## config.mk

```make
export PLATFORM = sky130hd
export DESIGN_NAME = mbox_irq_top
export DESIGN_NICKNAME = d
export VERILOG_FILES = /design/src/rtl/mbox_pkg.sv /design/src/rtl/mbox_req_decode.sv /design/src/rtl/mbox_flag_fsm.sv /design/src/rtl/mbox_irq_top.sv
export SDC_FILE = /design/constraint.sdc
export NUM_CORES = 1
export LEC_CHECK = 0
export BUFFER_PORTS_ARGS = -buffer_cell sky130_fd_sc_hd__buf_2
export CORE_AREA = 2 2 39 41
export DETAILED_ROUTE_END_ITERATION = 6
export DIE_AREA = 0 0 41 43
export MAX_ROUTING_LAYER = met4
export SYNTH_ARGS = -nofsm -noshare
export SYNTH_HDL_FRONTEND = slang
export SYNTH_SLANG_ARGS = --single-unit
```

## constraint.sdc

```tcl
create_clock -name clk -period 1.8 [get_ports clk]
set_clock_uncertainty 0.1 [all_clocks]
set_input_delay 0 -clock clk [delete_from_list [all_inputs] [get_ports clk]]
set_output_delay 0 -clock clk [all_outputs]
set_load 0.005 [all_outputs]
```

## src/rtl/mbox_pkg.sv

```systemverilog
package mbox_pkg;
    typedef enum logic {
        FLAG_IDLE = 1'b0,
        FLAG_PEND = 1'b1
    } flag_state_e;

    typedef struct packed {
        logic sel;
        logic oe;
        logic we;
        logic busy;
    } port_ctl_t;
endpackage

```

## src/rtl/mbox_req_decode.sv

```systemverilog
module mbox_req_decode
    import mbox_pkg::*;
#(
    parameter int ADDR_W = 16,
    parameter logic [ADDR_W-1:0] MBOX_ADDR = '1
) (
    input  port_ctl_t         writer_ctl,
    input  logic [ADDR_W-1:0] writer_addr,
    input  port_ctl_t         owner_ctl,
    input  logic [ADDR_W-1:0] owner_addr,
    output logic              set_req,
    output logic              clr_req
);
    logic writer_hit;
    logic owner_hit;

    always_comb begin
        writer_hit = (writer_addr == MBOX_ADDR);
        owner_hit  = (owner_addr == MBOX_ADDR);
        set_req    = writer_ctl.sel && writer_ctl.we && writer_hit && !writer_ctl.busy;
        clr_req    = owner_ctl.sel && owner_ctl.oe && owner_hit && !owner_ctl.busy;
    end
endmodule

```

## src/rtl/mbox_flag_fsm.sv

```systemverilog
module mbox_flag_fsm
    import mbox_pkg::*;
(
    input  logic clk,
    input  logic rst,
    input  logic set_req,
    input  logic clr_req,
    output logic irq_n
);
    flag_state_e state_q;
    flag_state_e state_d;

    always_comb begin
        state_d = state_q;
        unique case (state_q)
            FLAG_IDLE: if (set_req) state_d = FLAG_PEND;
            FLAG_PEND: if (clr_req && !set_req) state_d = FLAG_IDLE;
        endcase
    end

    always_ff @(posedge clk) begin
        if (rst) state_q <= FLAG_IDLE;
        else     state_q <= state_d;
    end

    always_comb begin
        irq_n = (state_q != FLAG_PEND);
    end
endmodule

```

## src/rtl/mbox_irq_top.sv

```systemverilog
module mbox_irq_top
    import mbox_pkg::*;
#(
    parameter int ADDR_W = 16
) (
    input  logic              clk,
    input  logic              rst,
    input  logic              lf_sel,
    input  logic              lf_oe,
    input  logic              lf_we,
    input  logic [ADDR_W-1:0] lf_addr,
    input  logic              lf_busy,
    input  logic              rt_sel,
    input  logic              rt_oe,
    input  logic              rt_we,
    input  logic [ADDR_W-1:0] rt_addr,
    input  logic              rt_busy,
    output logic              lf_irq_n,
    output logic              rt_irq_n
);
    localparam int NPORT = 2;
    localparam logic [ADDR_W-1:0] TOP_ADDR = '1;

    port_ctl_t         ctl  [NPORT];
    logic [ADDR_W-1:0] addr [NPORT];
    logic [NPORT-1:0]  set_req;
    logic [NPORT-1:0]  clr_req;
    logic [NPORT-1:0]  irq_n;

    always_comb begin
        ctl[0]  = '{sel: lf_sel, oe: lf_oe, we: lf_we, busy: lf_busy};
        ctl[1]  = '{sel: rt_sel, oe: rt_oe, we: rt_we, busy: rt_busy};
        addr[0] = lf_addr;
        addr[1] = rt_addr;
    end

    for (genvar i = 0; i < NPORT; i++) begin : g_flag
        localparam logic [ADDR_W-1:0] MBOX = TOP_ADDR - ADDR_W'(NPORT - 1 - i);

        mbox_req_decode #(
            .ADDR_W    (ADDR_W),
            .MBOX_ADDR (MBOX)
        ) u_dec (
            .writer_ctl  (ctl[NPORT-1-i]),
            .writer_addr (addr[NPORT-1-i]),
            .owner_ctl   (ctl[i]),
            .owner_addr  (addr[i]),
            .set_req     (set_req[i]),
            .clr_req     (clr_req[i])
        );

        mbox_flag_fsm u_fsm (
            .clk     (clk),
            .rst     (rst),
            .set_req (set_req[i]),
            .clr_req (clr_req[i]),
            .irq_n   (irq_n[i])
        );
    end

    assign lf_irq_n = irq_n[0];
    assign rt_irq_n = irq_n[1];
endmodule

```

==> run_results.csv <==
group,metric,value,unit
routing,drtPass1Iterations,2,
clock_network,cts_tree,"yes",
sta,finalSetupTns,0,ns
layout,area_delta_synth_final,156,%
placed_design,gp_congestion,0.582,
setup_path,cp-endpoint,"g_flag[0].u_fsm.state_q",
routing,routedWlPerCell,8.40,µm
routing,drtIter0Drc,1,
placed_design,port_buffers,43,
sta,clock.fmax,0.669,GHz
placed_design,pre_cts_ws,0.611,ns
logic_synthesis,yosysTopAreaCell,"dfxtp_1",
clock_network,path_clk_slew,0.03,ns
layout,largest_reg_flops,2,
logic_synthesis,synth.net_count,68,
worst_hold_path,min_path_type,"in -> reg",
clock_network,cts_sinks,2,
clock_network,insertion_delay,0.22,ns
floorplan,start_util,0.138,
setup_path,crit_type,"in -> reg",
routing,ant_nets,0,
clock_network,clockBufferDepth,2,
setup_path,worstPathRequired,1.80,ns
logic_synthesis,ys_ff_latch,2,
logic_synthesis,synth_top_area_frac,0.209,
sta,grt_setup_unrepaired,"false",
power,powerDensity,398,mW/mm²
setup_path,rrSetupSlack,0.59,ns
routing,drc,0,
floorplan,die_h,43,µm
logic_synthesis,ys_types,14,
floorplan,dieArea,0.00176,mm²
setup_path,rr_endpoint,"g_flag[0].u_fsm.state_q",
floorplan,rows,14,
sta,setup_viol,0,
setup_path,crit_fanout,2,
floorplan,pin_count,44,
logic_synthesis,yosysWarningCount,0,
placed_design,dp_hpwl,676,µm
global_routing,grt_pass1_vias,329,
routing,top_layer_used,"met3",
sta,hold_viol,0,
clock_network,numCtsBuffers,3,
routing,viasPerCell,4.26,
logic_synthesis,yosysSeqAreaShare,0.209,
global_routing,gr-total-overflow,0,
sta,min_period,1.49,ns
layout,nNetsFinal,120,
clock_network,root_buffer,"clkbuf_4",
sta,finalHoldWorstSlack,0.129,ns
global_routing,grt_max_degree,4,
layout,utilization,0.354,
sta,max_slew_margin,0.823,
setup_path,crit_arrival,1.50,ns
clock_network,post_cts_buffers,0,
routing,routed_wl,773,µm
power,ir_worst_vdd,0.000155,V
layout,diodes,0,
layout,mostFrequentLayoutCells,"43 x buf_2, 5 x nand4_1, 4 x dlygate4sd3_1",
clock_network,cts-hold-fix-buffers,4,
sta,timing.final.crit_share,0.830,
logic_synthesis,synth_cells,26,
setup_path,startpoint,"lf_addr[3]",
sta,tightest_slew,0.263,ns
global_routing,antenna_found_initial,0,
setup_path,reg2regPathDepth,3,
routing,dr_total_vias,392,
layout,drive_above_1_share,0.618,
floorplan,die_w,41,µm
setup_path,start_kind,"primary input",
routing,wl_met3,125,µm
outcome,status,"finished, final reports clean",
placed_design,dp_cells,85,
setup_path,timing.rr.start,"g_flag[0].u_fsm.state_q",
run,max-cap-violations,0,
layout,reg_top3,"g_flag.u_fsm.state_q x2",
floorplan,core,0.00138,mm²
layout,layout_commonest_cell,"buf_2",
logic_synthesis,syn_area,191,µm²
setup_path,end_kind,"flop",
logic_synthesis,avgSynthCellArea,7.36,µm²
power,leakagePower,0.245,nW
sta,drv_slew,0,
logic_synthesis,netlist_top_cells_area,"dfxtp_1 21%, nand4_1 16%, nand4b_1 14%",
routing,wl_met2,384,µm
sta,setup_slack,0.306,ns
layout,top_register,"g_flag.u_fsm.state_q",
routing,m1WireLength,263,µm
global_routing,grt_pass1_wl,1040,µm
layout,instances_no_fill,92,
global_routing,grt_usage,0.0904,
clock_network,cts_resized,0,
clock_network,cts_max_level,1,
[critical path, stage by stage]
cell	delay, ns
buf_2	0.07
nand4_1	0.09
or4b_1	0.48
o41ai_2	0.20
a21oi_1	0.09
dlygate4sd3_1	0.56
[report_power, final]
part	switching, mW	internal [mW]	total, mW
combinational	0.0157	0.0374	0.0531
sequential	0.0000000758	0.0447	0.0447
clock	0.0234	0.0734	0.0967
total	0.0391	0.155	0.195
[logic make-up after synthesis]
group	after synthesis	share of synthesized area
DFF	2	0.209
AOI/OAI and AO/OA	3	0.150
buffers and inverters	2	0.0392
and+or+nand+nor	19	0.601
[synth_stat cells, drive strengths merged]
master and count:
o41ai 1, nand2 3, nor2 2, nor3 1, nand3 2, inv 2, a21o 1, or4 1
a21oi 1, nor4 1, nand4 5, nand4b 3, dfxtp 2, or4b 1
[routing by layer]
metal  GRT usage  up-vias
met3      0.0471        0
met2       0.156       21
met1      0.0737      163
met5           -        -
li1            -      208
met4      0.0400        0
[through the flow]
stage	area (µm²)	power [mW]
2_1_floorplan	191	0.0521
3_3_place_gp	427	0.0945
3_5_place_dp	427	0.0956
4_1_cts	489	0.202
5_1_grt	489	0.213
6_report	489	0.195
[worst min-delay path by stage]
stage	slack, ns	cells past startpoint	start	end
2_1_floorplan	-0.03	1	rst	g_flag[0].u_fsm.state_q
6_report	0.13	4	lf_addr[13]	g_flag[1].u_fsm.state_q
5_1_grt	0.15	4	lf_addr[9]	g_flag[1].u_fsm.state_q
4_1_cts	0.13	4	lf_addr[13]	g_flag[1].u_fsm.state_q
3_5_place_dp	0.10	2	rst	g_flag[0].u_fsm.state_q
3_3_place_gp	0.1	2	rst	g_flag[0].u_fsm.state_q
[layout make-up]
| cell class | instances | area, µm² |
|---|---|---|
| Clock buffer | 3 | 22.5 |
| Multi-Input combinational cell | 22 | 144 |
| Fill cell | 154 | 895 |
| Sequential cell | 2 | 40.0 |
| Inverter | 2 | 7.51 |
| Tap cell | 16 | 20.0 |
| Timing Repair Buffer | 47 | 255 |
Power figures use the tool's default switching activity.
